`src/rtl/rec_append_pkg.sv`:
```
package rec_append_pkg;

  // Which word of the record the sequencer is working on.
  typedef enum logic [1:0] {
    STEP_INV  = 2'd0,
    STEP_HDR  = 2'd1,
    STEP_DATA = 2'd2,
    STEP_VAL  = 2'd3
  } step_e;

  // Handshake phase with the program port.
  typedef enum logic [1:0] {
    PH_IDLE  = 2'd0,
    PH_ISSUE = 2'd1,
    PH_WAIT  = 2'd2
  } phase_e;

endpackage

```
`src/rtl/rec_space_check.sv`:
```
module rec_space_check #(
  parameter int ADDR_W     = 16,
  parameter int SIZE_W     = 8,
  parameter int META_WORDS = 2
) (
  input  logic [ADDR_W-1:0] eol,
  input  logic [ADDR_W-1:0] limit,
  input  logic [SIZE_W-1:0] size,
  output logic              fits
);
  // Two guard bits so the end address cannot wrap.
  localparam int XW = ADDR_W + 2;

  logic [XW-1:0] need_end;

  always_comb begin
    need_end = XW'(eol) + XW'(size) + XW'(META_WORDS);
    fits     = (need_end <= XW'(limit));
  end

endmodule

```
`src/rtl/rec_word_mux.sv`:
```
module rec_word_mux
  import rec_append_pkg::*;
#(
  parameter int ADDR_W  = 16,
  parameter int DATA_W  = 32,
  parameter int ID_W    = 16,
  parameter int SIZE_W  = 8,
  parameter int GROUP_W = 16
) (
  input  step_e             step,
  input  logic [ADDR_W-1:0] base,
  input  logic [ID_W-1:0]   rec_id,
  input  logic [SIZE_W-1:0] rec_size,
  input  logic [SIZE_W-1:0] idx,
  input  logic [DATA_W-1:0] src_data,
  output logic [ADDR_W-1:0] addr,
  output logic [DATA_W-1:0] data
);
  localparam int NGRP = DATA_W / GROUP_W;
  localparam int PADW = DATA_W - ID_W - SIZE_W;

  logic [DATA_W-1:0] inv_pat;
  logic [DATA_W-1:0] hdr_word;

  // Invalid pattern: upper half of the groups cleared, lower half erased.
  for (genvar g = 0; g < NGRP; g++) begin : g_inv
    if (g >= NGRP / 2) begin : g_clr
      assign inv_pat[g*GROUP_W +: GROUP_W] = {GROUP_W{1'b0}};
    end else begin : g_set
      assign inv_pat[g*GROUP_W +: GROUP_W] = {GROUP_W{1'b1}};
    end
  end

  assign hdr_word = {rec_id, {PADW{1'b0}}, rec_size};

  always_comb begin
    unique case (step)
      STEP_INV: begin
        addr = base;
        data = inv_pat;
      end
      STEP_HDR: begin
        addr = base + ADDR_W'(1);
        data = hdr_word;
      end
      STEP_DATA: begin
        addr = base + ADDR_W'(2) + ADDR_W'(idx);
        data = src_data;
      end
      default: begin
        addr = base;
        data = {DATA_W{1'b0}};
      end
    endcase
  end

endmodule

```
`src/rtl/rec_step_ctrl.sv`:
```
module rec_step_ctrl
  import rec_append_pkg::*;
#(
  parameter int SIZE_W = 8
) (
  input  logic              clk,
  input  logic              rst_n,
  input  logic              req_valid,
  input  logic              fits,
  input  logic [SIZE_W-1:0] rec_size,
  input  logic              src_valid,
  input  logic              pgm_done,
  input  logic              pgm_fail,
  output logic              req_ready,
  output logic              accept,
  output logic              src_ready,
  output logic              issue,
  output logic              finish,
  output step_e             step,
  output logic [SIZE_W-1:0] idx,
  output logic              swap_req,
  output logic              rec_done,
  output logic              rec_err
);
  phase_e      phase;
  logic        port_ok;
  logic [SIZE_W-1:0] idx_nxt;

  always_comb begin
    req_ready = (phase == PH_IDLE);
    accept    = req_valid && req_ready;
    src_ready = (phase == PH_ISSUE) && (step == STEP_DATA);
    issue     = (phase == PH_ISSUE) && ((step != STEP_DATA) || src_valid);
    port_ok   = (phase == PH_WAIT) && pgm_done && !pgm_fail;
    finish    = port_ok && (step == STEP_VAL);
    idx_nxt   = idx + 1'b1;
  end

  always_ff @(posedge clk or negedge rst_n) begin
    if (!rst_n) begin
      phase    <= PH_IDLE;
      step     <= STEP_INV;
      idx      <= '0;
      swap_req <= 1'b0;
      rec_done <= 1'b0;
      rec_err  <= 1'b0;
    end else begin
      swap_req <= 1'b0;
      rec_done <= 1'b0;
      rec_err  <= 1'b0;
      unique case (phase)
        PH_IDLE: begin
          if (accept) begin
            if (fits) begin
              phase <= PH_ISSUE;
              step  <= STEP_INV;
              idx   <= '0;
            end else begin
              swap_req <= 1'b1;
            end
          end
        end
        PH_ISSUE: begin
          if (issue) begin
            phase <= PH_WAIT;
          end
        end
        PH_WAIT: begin
          if (pgm_done) begin
            if (pgm_fail) begin
              rec_err <= 1'b1;
              phase   <= PH_IDLE;
            end else begin
              unique case (step)
                STEP_INV: begin
                  step  <= STEP_HDR;
                  phase <= PH_ISSUE;
                end
                STEP_HDR: begin
                  step  <= (rec_size == '0) ? STEP_VAL : STEP_DATA;
                  phase <= PH_ISSUE;
                end
                STEP_DATA: begin
                  idx   <= idx_nxt;
                  step  <= (idx_nxt == rec_size) ? STEP_VAL : STEP_DATA;
                  phase <= PH_ISSUE;
                end
                default: begin
                  rec_done <= 1'b1;
                  phase    <= PH_IDLE;
                end
              endcase
            end
          end
        end
        default: phase <= PH_IDLE;
      endcase
    end
  end

endmodule

```
`src/rtl/rec_append_seq.sv`:
```
module rec_append_seq
  import rec_append_pkg::*;
#(
  parameter int ADDR_W  = 16,
  parameter int DATA_W  = 32,
  parameter int ID_W    = 16,
  parameter int SIZE_W  = 8,
  parameter int GROUP_W = 16
) (
  input  logic              clk,
  input  logic              rst_n,
  input  logic              req_valid,
  output logic              req_ready,
  input  logic [ID_W-1:0]   req_id,
  input  logic [SIZE_W-1:0] req_size,
  input  logic [ADDR_W-1:0] eol_addr,
  input  logic [ADDR_W-1:0] blk_limit,
  input  logic              src_valid,
  output logic              src_ready,
  input  logic [DATA_W-1:0] src_data,
  output logic              pgm_start,
  output logic [ADDR_W-1:0] pgm_addr,
  output logic [DATA_W-1:0] pgm_data,
  input  logic              pgm_done,
  input  logic              pgm_fail,
  output logic              swap_req,
  output logic              rec_done,
  output logic              rec_err,
  output logic [ADDR_W-1:0] new_eol
);
  localparam int META_WORDS = 2;

  logic              fits;
  logic              accept;
  logic              issue;
  logic              finish;
  step_e             step;
  logic [SIZE_W-1:0] idx;
  logic [ADDR_W-1:0] base_q;
  logic [ID_W-1:0]   id_q;
  logic [SIZE_W-1:0] size_q;
  logic [ADDR_W-1:0] word_addr;
  logic [DATA_W-1:0] word_data;

  rec_space_check #(
    .ADDR_W(ADDR_W), .SIZE_W(SIZE_W), .META_WORDS(META_WORDS)
  ) u_space (
    .eol(eol_addr), .limit(blk_limit), .size(req_size), .fits(fits)
  );

  rec_step_ctrl #(.SIZE_W(SIZE_W)) u_ctrl (
    .clk(clk), .rst_n(rst_n), .req_valid(req_valid), .fits(fits),
    .rec_size(size_q), .src_valid(src_valid), .pgm_done(pgm_done),
    .pgm_fail(pgm_fail), .req_ready(req_ready), .accept(accept),
    .src_ready(src_ready), .issue(issue), .finish(finish), .step(step),
    .idx(idx), .swap_req(swap_req), .rec_done(rec_done), .rec_err(rec_err)
  );

  rec_word_mux #(
    .ADDR_W(ADDR_W), .DATA_W(DATA_W), .ID_W(ID_W), .SIZE_W(SIZE_W),
    .GROUP_W(GROUP_W)
  ) u_mux (
    .step(step), .base(base_q), .rec_id(id_q), .rec_size(size_q),
    .idx(idx), .src_data(src_data), .addr(word_addr), .data(word_data)
  );

  // Request fields are captured once; the request side may change freely after.
  always_ff @(posedge clk or negedge rst_n) begin
    if (!rst_n) begin
      base_q <= '0;
      id_q   <= '0;
      size_q <= '0;
    end else if (accept) begin
      base_q <= eol_addr;
      id_q   <= req_id;
      size_q <= req_size;
    end
  end

  // Registered command port: one strobe per launched word.
  always_ff @(posedge clk or negedge rst_n) begin
    if (!rst_n) begin
      pgm_start <= 1'b0;
      pgm_addr  <= '0;
      pgm_data  <= '0;
    end else begin
      pgm_start <= issue;
      if (issue) begin
        pgm_addr <= word_addr;
        pgm_data <= word_data;
      end
    end
  end

  always_ff @(posedge clk or negedge rst_n) begin
    if (!rst_n) begin
      new_eol <= '0;
    end else if (finish) begin
      new_eol <= base_q + ADDR_W'(META_WORDS) + ADDR_W'(size_q);
    end
  end

endmodule

```
`config.mk`:
```
export PLATFORM = sky130hd
export DESIGN_NAME = rec_append_seq
export DESIGN_NICKNAME = d
export VERILOG_FILES = /design/src/rtl/rec_append_pkg.sv /design/src/rtl/rec_space_check.sv /design/src/rtl/rec_word_mux.sv /design/src/rtl/rec_step_ctrl.sv /design/src/rtl/rec_append_seq.sv
export SDC_FILE = /design/constraint.sdc
export NUM_CORES = 1
export LEC_CHECK = 0
export CAP_MARGIN = 20
export CORE_MARGIN = 3
export CORE_UTILIZATION = 40
export DETAILED_ROUTE_END_ITERATION = 10
export GPL_ROUTABILITY_DRIVEN = 0
export SYNTH_ARGS = -nofsm -noshare
export SYNTH_HDL_FRONTEND = slang
export SYNTH_HIERARCHICAL = 1
export SYNTH_SLANG_ARGS = --single-unit
```
`constraint.sdc`:
```
create_clock -name clk -period 5.2 [get_ports clk]
set_input_delay 0.78 -clock clk [delete_from_list [all_inputs] [get_ports clk]]
set_output_delay 0.78 -clock clk [all_outputs]
set_load 0.01 [all_outputs]
```
; ---- Word level (Yosys, flattened, before mapping)
; Cells that the tools add are included.
; Widths: inputs -> output; s select.
[word_totals]
reg_bits = 120
inputBits = 94
[classes]
n_addsub = 7
magnitude_cmp = 1
n_eq_ne = 14
muxes = 33
n_reduce_logical = 16
[ops]
columns = op, count
row1 = $pmux 32 s3, 1
row2 = $mux 8, 5
row3 = $add 16x8->16, 2
row4 = $pmux 16 s2, 1
row5 = $add 18x2->18 const B, 1
row6 = $le 18x16->1, 1
row7 = $mux 2, 9
row8 = $add 16x8->17, 1
row9 = $add 16x1->16 const B, 1
row10 = $add 16x2->16 const B, 1
row11 = $pmux 8 s2, 1
row12 = $mux 1, 13
row13 = $pmux 2 s3, 2
row14 = $reduce_and 6->1, 2
row15 = $add 8x1->8 const B, 1
row16 = $eq 8x8->1, 1
row17 = $logic_not 8->1, 1
row18 = $ne 2x2->1 const B, 4
row19 = $eq 2x2->1 const B, 3
row20 = $logic_and 1x1->1, 6
row21 = $ne 2x1->1 const B, 3
row22 = $eq 2x1->1 const B, 2
row23 = $logic_not 2->1, 2
row24 = $ne 4x3->1 const B, 1
row25 = 6 further kinds, 6

; ---- Depth between registers and ports, before layout
; Gate-level depths: netlist of the first run.
[depth]
depth_word = 7
depth_mapped = 22
depth_no_buf = 22

; ---- Hierarchy
; Netlist of the first run, hierarchy kept.
[modules_own_cells]
columns = module, n_inst, cells_each, area_each_um2
row1 = rec_append_seq, 1, 313, 4470.5
row2 = rec_word_mux, 1, 265, 1714.1
row3 = rec_step_ctrl, 1, 115, 1079.8
row4 = rec_space_check, 1, 134, 1039.7

; ---- Worst setup path after synthesis of the first run
; No wires, ideal clock.
[synth_path]
kind = in2reg
startpoint = input eol_addr[1]
endpoint = register u_ctrl.idx[3]
setup_ns = 0.066
arrival_time_ns = 4.470
required_time_ns = 5.134
slack_ns = 0.664
stages = 22
path_buffers = 0
path_cell_list = inv_1 ha_1 inv_1 ha_1 inv_1 fa_1 nor2b_4 o31a_4 o32ai_4 nor3_1 xor2_1 ha_1 and4_1 nand2_1 o32ai_1 a41o_1 o31a_1 nand3b_4 a21oi_2 o21ai_2 or4_1 nand2_1
[synth_via]
elab_chain_cells = 5
[synth_rtl]
columns = element, line
row1 = start: declaration, rec_append_seq.sv:16  ; input logic [ADDR_W-1:0] eol_addr,
row2 = $add 16x8->17, rec_space_check.sv:17  ; need_end = XW'(eol) + XW'(size) + XW'(META_WORDS);
row3 = $add 18x2->18, rec_space_check.sv:17
row4 = $le 18x16->1, rec_space_check.sv:18  ; fits = (need_end <= XW'(limit));
row5 = via fits, rec_append_seq.sv:33  ; logic fits;
row6 = $ne 2x1->1 (no source line), n/a
row7 = $reduce_and 6->1 (no source line), n/a
row8 = end signal: assignment, rec_step_ctrl.sv:84  ; idx <= idx_nxt;
row9 = end: declaration, rec_step_ctrl.sv:20  ; output logic [SIZE_W-1:0] idx,
; The timed path passes the listed nets, and every way through them passes these cells.
; A chain may end at the register's enable or synchronous reset.

; ---- Worst setup path after layout of the first run
; Same ends and word-level chain as after synthesis.

==> results.ini, run 1 <==
[setup_path]
critical_path.startpoint_type = primary input
critPathMaxFanout = 3
critPathKind = in2reg
cp.arrival_ns = 5.16
r2r_slack_ns = 1.99
reg2regPathDepth = 12
crit_path_end = u_ctrl/idx[3]
endpoint_kind = flop
timing.rr.end = pgm_addr[15]
required_ns = 5.56
startpoint = eol_addr[1]
r2r_start = base_q[1]

[global_route]
overflow = 0
grt_util_all_layers_pct = 20.4
grt_pass1_vias = 6806
grt_max_degree = 51
grt_pass1_wl_um = 36200
grt_antenna_before_repair = 0

[sta]
setup_ws_ns = 0.396
maxSlewHeadroom_pct = 29.1
finalSetupViolations = 0
tightestPinTransition_ns = 1.06
hold_violations = 0
skew_ns = 0.0136
timing.final.crit_share_pct = 92.4
hold_ws_ns = 0.378
fin_crit_ns = 4.80
clock.fmax_ghz = 0.208
rsz0062_at_grt = false
slew_viol_final = 0

[place]
pre_cts_ws_ns = -0.0442
port_buffers = 163
placed_cells = 1238
hpwl_um = 16700

[clock_network]
ctsResizeCount = 0
clk_latency_ns = 0.43
htree_levels = 4
clock-sinks = 120
hold_buffers = 0
clock-root-buffer = clkbuf_16
cts_made_buffers = 17
cts.path.max_buffers = 2
cts_tree = yes
cts_setup_buffers = 0
path_clk_slew_ns = 0.07

[synth]
yosysUniqueCellTypes = 84
dominantRegCellSynth = dfrtp_1
ys_top_cells_by_area = dfrtp_1 (36%), mux2_2 (13%), ha_1 (11%)
synth_area_um2 = 8300
ys_seq_area_share_pct = 36.2
yosysTopAreaCellShare_pct = 36.2
syn_inst = 827
synth_warnings = 6
synth-edff-count = 0
synth_largest_area_cell = dfrtp_1
async_reset_ff_share_pct = 100
syn_nets = 999
syn_avg_cell_area_um2 = 10.0
ys_ff_latch = 120

[layout]
layout-drive-gt1-share_pct = 16.8
fillers = 1862
final_cells = 1270
syn2layout_area_growth_pct = 30.6
layout.nets = 1159
diodes = 0

[drt]
drtIter0Drc = 353
vias = 6947
postRouteAntennaNets = 0
wire_per_inst_um = 17.7
drtPass1Iterations = 5
drc = 0
vias_per_cell = 5.47
wirelength_um = 22500

[floorplanning]
dieHeight_um = 150
die_area_um2 = 22500
rows = 52
core_area_um2 = 20300
io_pins = 164
die_w_um = 150
start_util_pct = 40.9

[power]
p_int_mw = 3.46
switching_share_pct = 41.0
clkPwrFrac_pct = 20.9
power.density_cell_area_nw_per_um2 = 541
power_frac_seq_pct = 29.6
combinationalPowerShare_pct = 49.5
ir_drop_mv = 0.227
p_leak_nw = 4.64
p_total_mw = 5.87
p_sw_mw = 2.40

[min_path]
hp-class = in2async

[outcome]
status = finished clean

[job]
drv_cap = 0

==> through the flow <==
step | instance area (um2) | setup TNS, ns | utilization [%]
finish | 10800 | 0 | 53.4
global route | 10800 | 0 | 53.4
CTS | 10800 | 0 | 53.4
detailed placement | 10200 | -0.0442 | 50.4
global placement | 10200 | 0 | 50.4
floorplan | 8300 | 0 | -
==> flip-flops by register name (all words and copies together) (netlist names) <==
signal	count
base_q	16
pgm_start	1
u_ctrl/step	2
u_ctrl/idx	8
size_q	8
u_ctrl/rec_done	1
u_ctrl/phase	2
pgm_data	32
u_ctrl/rec_err	1
id_q	16
new_eol	16
pgm_addr	16
u_ctrl/swap_req	1
==> worst min-delay path by stage <==
stage,start,to,slack [ns],cells past startpoint
after CTS,rst_n,pgm_data[12],0.39,1
after detailed placement,pgm_data[30],pgm_data[30],0.50,1
final,rst_n,pgm_data[12],0.38,1
after global routing,rst_n,pgm_data[8],0.41,1
after floorplan,rst_n,base_q[0],0.48,0
after global placement,pgm_addr[11],pgm_addr[11],0.49,1
==> cells in the mapped netlist, drive strengths merged, types with 6 or more instances <==
library cell  instances
dfrtp               120
a21oi                43
nor3                 15
xnor2                22
inv                  47
nand3b                6
a31oi                 6
a22oi                19
a221oi                9
clkbuf               30
o2111ai               7
o21ai                41
xor2                 10
mux2                 93
a21o                 10
o21a                 13
nand3                21
nor4                  8
nor2                 60
o31ai                 7
and2                  6
nand4                10
nand2                42
ha                   75
and3                  7
nor2b                13
buf                   7
==> logic make-up (layout without fill, tap and decap cells) <==
family / count (synthesis) / in the layout / synth area share [%]
multiplexers: 95 / 95 / 12.9
AND/OR/NAND/NOR: 212 / 212 / 14.1
flip-flops: 120 / 120 / 36.2
XOR/XNOR: 32 / 32 / 3.37
buffers and inverters: 84 / 257 / 3.92
AO/OA/AOI/OAI: 206 / 206 / 17.6
adder cells (fa/ha/maj): 78 / 78 / 12.0
==> power by group through the flow <==
stage                     Clock, mW  Combinational, mW  Sequential [mW]
after global placement            0               2.89             1.75
after floorplan                   0               1.92             1.65
after CTS                      1.25               2.92             1.74
after detailed placement          0               2.91             1.75
final                          1.23               2.90             1.74
after global routing           1.29               3.22             1.79
==> final cells by class <==
cell class | count | area [um2] | share of cell area, %
clock buffer | 17 | 425 | 3.92
clock inverter | 15 | 183 | 1.68
inverter | 47 | 176 | 1.63
multi-input combinational | 623 | 4980 | 45.9
sequential | 120 | 3000 | 27.7
tap | 270 | 338 | 3.11
timing repair buffer | 178 | 1740 | 16.1
==> layer usage <==
layer	vias to the layer above	GRT usage (%)	routed length (um)
met3	25	4.24	1140
met1	3350	28.7	10400
li1	3388	-	-
met2	184	31.5	10600
met4	0	6.18	433
met5	-	0	0
==> layout by cell type (no fill, tap or decap), types with 5 or more instances in the layout <==
cell             netlist  routed
nor2b_1               12      12
a211oi_1               5       5
and3_1                 7       7
nand2_1               41      41
clkdlybuf4s50_1        0     162
nand2b_1               5       5
xor2_1                10      10
mux2_2                93      93
o21ai_0               38      38
nand3_1               19      19
a21oi_1               42      42
xnor2_1               22      22
buf_4                  1      16
o31ai_1                7       7
and2_1                 6       5
ha_1                  75      75
a31oi_1                6       6
o21a_1                13      13
nand4_1                9       9
o2111ai_1              7       7
clkbuf_16              0      17
a21o_1                10      10
inv_1                 47      47
dfrtp_1              120     120
nor3_1                13      13
a221oi_1               8       8
inv_6                  0       5
nor2_1                60      60
a22oi_1               19      19
nor4_1                 6       6
==> worst max-delay path: stages <==
cell and delay, ns:
clkdlybuf4s50_1 0.48, inv_1 0.05, ha_1 0.28, inv_1 0.06, ha_1 0.16, inv_1 0.05, fa_1 0.42, nor2b_4 0.14
o31a_4 0.15, o32ai_4 0.10, nor3_1 0.24, xor2_1 0.11, ha_1 0.29, and4_1 0.22, nand2_1 0.06, o32ai_1 0.27
a41o_1 0.15, o31a_1 0.14, buf_4 0.15, nand3b_4 0.08, a21oi_2 0.17, o21ai_2 0.08, or4_1 0.47, nand2_1 0.07
Note: power is estimated with default switching activity, not from simulation.
==> inputs of run 2 (changes only) <==
--- a/config.mk
+++ b/config.mk
@@ -5,6 +5,7 @@
 export SDC_FILE = /design/constraint.sdc
 export NUM_CORES = 1
 export LEC_CHECK = 0
+export ABC_AREA = 1
 export CAP_MARGIN = 20
 export CORE_MARGIN = 3
 export CORE_UTILIZATION = 40
==> results.ini, run 2 <==
[outcome]
status = finished clean

[synth]
syn_avg_cell_area_um2 = 7.83  ; -22%
syn_nets = 1307  ; +31%
synth_largest_area_cell = dfrtp_1
async_reset_ff_share_pct = 100  ; unchanged
yosysTopAreaCellShare_pct = 33.8  ; -2.4 points
yosysUniqueCellTypes = 51  ; -39%
synth_common_cells = nand2_1 (289), inv_1 (169), dfrtp_1 (120), mux2_2 (80), nand3_1 (77)
dominantRegCellSynth = dfrtp_1
synth_area_um2 = 8890  ; +7.0%
synth.most_common_cell = nand2_1
synth-edff-count = 0  ; unchanged
ys_ff_latch = 120  ; unchanged
synth_warnings = 6  ; unchanged
ys_seq_area_share_pct = 33.8  ; -2.4 points
ys_top_cells_by_area = dfrtp_1 (34%), nand2_1 (12%), ha_1 (11%)
syn_inst = 1135  ; +37%

[layout]
fin_area_um2 = 11400  ; +4.7%
fillers = 2047  ; +9.9%
final_cell_mix = nand2_1 (289), inv_1 (169), clkdlybuf4s50_1 (162)
final_cells = 1584  ; +25%
syn2layout_area_growth_pct = 27.8
diodes = 0  ; unchanged
largest_reg_flops = 32  ; unchanged
layout-drive-gt1-share_pct = 14.1  ; -2.7 points
largest_register = pgm_data
fin_util_pct = 53.0  ; -0.41 points
final_common_cell = nand2_1
layout.nets = 1468  ; +27%

[sta]
rsz0062_at_grt = false
skew_ns = 0.0123  ; -0.00123 ns
hold_violations = 0  ; unchanged
hold_ws_ns = 0.312  ; -0.0656 ns
tightestPinTransition_ns = 1.04  ; -0.0208 ns
fin_crit_ns = 4.28  ; -0.528 ns
setup-tns-final_ns = 0  ; unchanged
slew_viol_final = 0  ; unchanged
maxSlewHeadroom_pct = 30.4  ; +1.2 points
finalSetupViolations = 0  ; unchanged
clock.fmax_ghz = 0.234  ; +12%
timing.final.crit_share_pct = 82.2  ; -10 points

[drt]
wirelength_um = 24500  ; +8.9%
postRouteAntennaNets = 0  ; unchanged
wl_met2_um = 11800  ; +11%
vias_per_cell = 4.94  ; -9.7%
maxUsedRoutingLayer = met4
dr_wl_met3_um = 892  ; -22%
vias = 7824  ; +13%
drtPass1Iterations = 5  ; unchanged
wire_per_inst_um = 15.5  ; -13%
drtIter0Drc = 375  ; +6.2%
drc = 0  ; unchanged
m1WireLength_um = 11400  ; +9.8%

[setup_path]
endpoint_kind = flop
path_delay_family = adder cells
critPathKind = in2reg
critPathMaxStageDelay_ns = 0.48  ; about the same
cp_common_cell = inv_1
slowest_stage = clkdlybuf4s50_1
required_ns = 5.53  ; -0.03 ns
critPathMaxFanout = 9  ; +6
critical_path.startpoint_type = primary input
cp.arrival_ns = 4.61  ; -0.55 ns
cp.buffers_inverters = 7  ; +2

[power]
p_sw_mw = 2.60  ; +8.4%
clkPwrFrac_pct = 19.4  ; -1.5 points
p_int_mw = 3.35  ; -3.2%
p_leak_nw = 5.49  ; +18%
ir_drop_mv = 0.273  ; +21%
combinationalPowerShare_pct = 51.8  ; +2.3 points
switching_share_pct = 43.7  ; +2.7 points
power_frac_seq_pct = 28.8  ; -0.8 points
power.density_cell_area_nw_per_um2 = 524  ; -3.0%

[clock_network]
htree_levels = 4  ; unchanged
cts_setup_buffers = 0  ; unchanged
ctsResizeCount = 0  ; unchanged
clock-root-buffer = clkbuf_16
path_clk_slew_ns = 0.06  ; about the same
clock-sinks = 120  ; unchanged
clk_latency_ns = 0.42  ; about the same
cts_made_buffers = 17  ; unchanged
cts.path.max_buffers = 2  ; unchanged
cts_tree = yes
hold_buffers = 0  ; unchanged

[floorplanning]
start_util_pct = 41.5  ; +0.59 points
die_w_um = 155  ; +3.3%
core_area_um2 = 21400  ; +5.5%
rows = 53  ; +1.9%
die_area_um2 = 24000  ; +6.8%
io_pins = 164  ; unchanged
dieHeight_um = 155  ; +3.3%

[place]
placed_cells = 1552  ; +25%
place_area_um2 = 10800  ; +5.3%
hpwl_um = 18900  ; +13%
port_buffers = 163  ; unchanged

[global_route]
grt_pass1_wl_um = 40300  ; +11%
grt_antenna_before_repair = 0  ; unchanged
grt_max_degree = 48  ; -5.9%
grt_util_all_layers_pct = 20.7  ; +0.38 points
overflow = 0  ; unchanged
grt_pass1_vias = 7761  ; +14%

[min_path]
hp-class = in2async

[job]
drv_cap = 0  ; unchanged

-- run 2: worst register-to-register path, delay by kind of cell (launching register included) --
kind	cells	cell delay (ns)
fa+ha+maj	1	0.85
buf+inv	2	0.73
flops	1	0.53
compound gates	3	0.47
mux	1	0.25
-- run 2: path summary, 6_finish.rpt --
kind                                      from       endpoint  slack (ns)  cells after the start
worst max register to register  u_ctrl/step[0]    pgm_addr[2]        2.27                      7
worst min register to register      new_eol[7]     new_eol[7]        0.47                      2
max in group asynchronous                rst_n    pgm_addr[4]        3.92                      2
worst max-delay path               eol_addr[1]  u_ctrl/idx[6]        0.92                     27
worst min-delay path                     rst_n      size_q[0]        0.31                      1
min in group clk                    new_eol[7]     new_eol[7]        0.47                      2
-- run 2: cell families after synthesis --
group | Yosys count | synth area share, %
multiplexers | 80 | 10.1
buffers and inverters | 208 | 9.33
AND/OR/NAND/NOR | 506 | 25.3
flip-flops | 120 | 33.8
adder cells (fa/ha/maj) | 78 | 11.2
XOR/XNOR | 17 | 1.68
AO/OA/AOI/OAI | 126 | 8.50
-- run 2: final cells by class --
cell class / count / area [um2] / share of cell area [%]
Clock inverter: 15 / 153 / 1.34
Timing Repair Buffer: 170 / 1680 / 14.8
Multi-Input combinational cell: 807 / 5080 / 44.7
Tap cell: 275 / 344 / 3.03
Inverter: 180 / 676 / 5.95
Sequential cell: 120 / 3000 / 26.4
Clock buffer: 17 / 425 / 3.74
-- run 2: power groups by stage --
stage | sequential (mW) | combinational [mW] | clock [mW]
6_report | 1.72 | 3.09 | 1.15
5_1_grt | 1.77 | 3.49 | 1.22
4_1_cts | 1.72 | 3.11 | 1.18
3_5_place_dp | 1.74 | 3.10 | 0
3_3_place_gp | 1.73 | 3.07 | 0
2_1_floorplan | 1.65 | 2.09 | 0
-- run 2: metal layers --
metal	up-vias	global-route usage, %
met5	-	0
met4	0	5.89
met3	27	3.20
met2	152	34.5
met1	3629	28.1
li1	4016	-
-- run 2: through the flow --
step	setup slack (ns)	power [mW]
3_5_place_dp	0.491	4.83
3_3_place_gp	0.607	4.80
2_1_floorplan	1.44	3.74
6_report	0.924	5.96
5_1_grt	0.506	6.48
4_1_cts	0.914	6.01
==> inputs of run 3 (changes only) <==
==> constraint.sdc (replaced) <==
create_clock -name clk -period 4.2 [get_ports clk]
set_input_delay 0.63 -clock clk [delete_from_list [all_inputs] [get_ports clk]]
set_output_delay 0.63 -clock clk [all_outputs]
set_load 0.01 [all_outputs]
==> results.ini, run 3 (synthesized netlist as in run 2, its figures left out) <==
[sta]
fin_crit_ns = 3.95
hold_ws_ns = 0.267  ; -0.0452 ns
maxSlewHeadroom_pct = 36.2  ; +5.8 points
hold_violations = 0  ; unchanged
clock.fmax_ghz = 0.253
skew_ns = 0.0110  ; -0.00139 ns
rsz0062_at_grt = false
finalSetupViolations = 0  ; unchanged
timing.final.crit_share_pct = 94.1
setup-tns-final_ns = 0  ; unchanged
tightestPinTransition_ns = 0.958  ; -0.0844 ns
slew_viol_final = 0  ; unchanged

[setup_path]
required_ns = 4.49  ; -1.04 ns
endpoint_kind = flop
cp.arrival_ns = 4.25  ; -0.36 ns
critPathMaxFanout = 5  ; -4
critPathKind = in2reg
critical_path.startpoint_type = primary input

[clock_network]
cts.path.max_buffers = 2  ; unchanged
hold_buffers = 0  ; unchanged
clock-sinks = 120  ; unchanged
cts_made_buffers = 17  ; unchanged
clock-root-buffer = clkbuf_16
cts_tree = yes
htree_levels = 4  ; unchanged
clk_latency_ns = 0.42  ; about the same
path_clk_slew_ns = 0.06  ; about the same

[place]
hpwl_um = 19000  ; +0.77%
port_buffers = 163  ; unchanged
placed_cells = 1575  ; +1.5%

[outcome]
status = finished clean

[global_route]
grt_pass1_wl_um = 40400  ; +0.22%
grt_max_degree = 60  ; +25%
grt_util_all_layers_pct = 21.0  ; +0.23 points
grt_pass1_vias = 7787  ; +0.34%
overflow = 0  ; unchanged
grt_antenna_before_repair = 0  ; unchanged

[power]
p_total_mw = 7.59  ; +27%
p_leak_nw = 5.64  ; +2.8%
ir_drop_mv = 0.542  ; +98%
power.density_cell_area_nw_per_um2 = 649  ; +24%

[layout]
layout-drive-gt1-share_pct = 16.9  ; +2.9 points
final_common_cell = nand2_1
register_area_um2 = 3000  ; unchanged
final_cell_mix = nand2_1 (287), inv_1 (166), clkdlybuf4s50_1 (160)
syn2layout_area_growth_pct = 31.5
diodes = 0  ; unchanged
final_cells = 1609  ; +1.6%
layout.nets = 1493  ; +1.7%
multi_input_area_um2 = 5160  ; +1.7%
fillers = 2045  ; -0.098%
fin_util_pct = 54.6  ; +1.5 points
largest_reg_flops = 32  ; unchanged
largest_register = pgm_data

[floorplanning]
start_util_pct = 41.5  ; unchanged
io_pins = 164  ; unchanged
dieHeight_um = 155  ; unchanged
die_w_um = 155  ; unchanged
rows = 53  ; unchanged
core_area_um2 = 21400  ; unchanged
die_area_um2 = 24000  ; unchanged

[drt]
wirelength_um = 25000  ; +2.0%
postRouteAntennaNets = 0  ; unchanged
wire_per_inst_um = 15.6  ; +0.40%
vias = 7946  ; +1.6%
drtIter0Drc = 524  ; +40%
drc = 0  ; unchanged
vias_per_cell = 4.94  ; about the same
drtPass1Iterations = 4  ; -1

[job]
drv_cap = 0  ; unchanged

[min_path]
hp-class = in2async

==> run 3: layout make-up <==
class                           count  area share, %
Clock inverter                     15           1.64
Inverter                          180           5.78
Sequential cell                   120           25.7
Timing Repair Buffer              195           16.1
Multi-Input combinational cell    807           44.2
Clock buffer                       17           3.64
Tap cell                          275           2.94
==> run 3: what timing repair did <==
| action | 4_1_cts | 5_1_grt |
|---|---|---|
| setup buffers | 0 | 2 |
| gates resized for setup | 0 | 21 |
| endpoints found under the setup margin | 0 | 10 |
==> run 3: path summary, 6_finish.rpt <==
kind | startpoint | endpoint | slack, ns | cells after the start
max | eol_addr[4] | u_ctrl/idx[5] | 0.25 | 24
min | rst_n | size_q[0] | 0.27 | 1
max reg2reg | u_ctrl/step[0] | pgm_addr[2] | 1.27 | 7
min reg2reg | new_eol[7] | new_eol[7] | 0.47 | 2
max in group asynchronous | rst_n | base_q[11] | 3.01 | 2
min in group clk | new_eol[7] | new_eol[7] | 0.47 | 2
==> run 3: through the flow <==
stage | worst slack, ns | area, um2
floorplan | 0.589 | 8890
global placement | -0.209 | 11000
detailed placement | -0.264 | 11000
CTS | 0.163 | 11600
global route | 0.0106 | 11700
finish | 0.248 | 11700
==> run 3: layer usage <==
metal  up-vias  global-route usage [%]  wire [um]
met5         -                       0          0
met4         0                    5.17        382
met3        21                    3.81        898
met2       151                    34.4      12100
met1      3711                    28.8      11600
li1       4063                       -          -
==> run 3: where the power goes <==
group / switching [mW] / internal [mW] / total (mW)
Sequential: 0.527 / 1.59 / 2.12
Combinational: 2.09 / 1.83 / 3.93
Clock: 0.596 / 0.948 / 1.54
==> run 3: critical path, stage by stage <==
cell             delay [ns]
clkdlybuf4s50_1        0.46
ha_1                   0.31
ha_1                   0.34
a21oi_1                0.25
o21ai_2                0.10
a21oi_2                0.20
buf_4                  0.15
xnor2_1                0.12
ha_1                   0.27
nand2_1                0.08
inv_1                  0.03
o21ai_0                0.13
nand2_1                0.07
a21oi_1                0.11
nor2_1                 0.06
nor2_1                 0.08
nand2_1                0.06
nand2_2                0.11
a22oi_2                0.08
nor2_2                 0.13
inv_2                  0.08
nor2_8                 0.18
buf_12                 0.14
o22ai_1                0.07
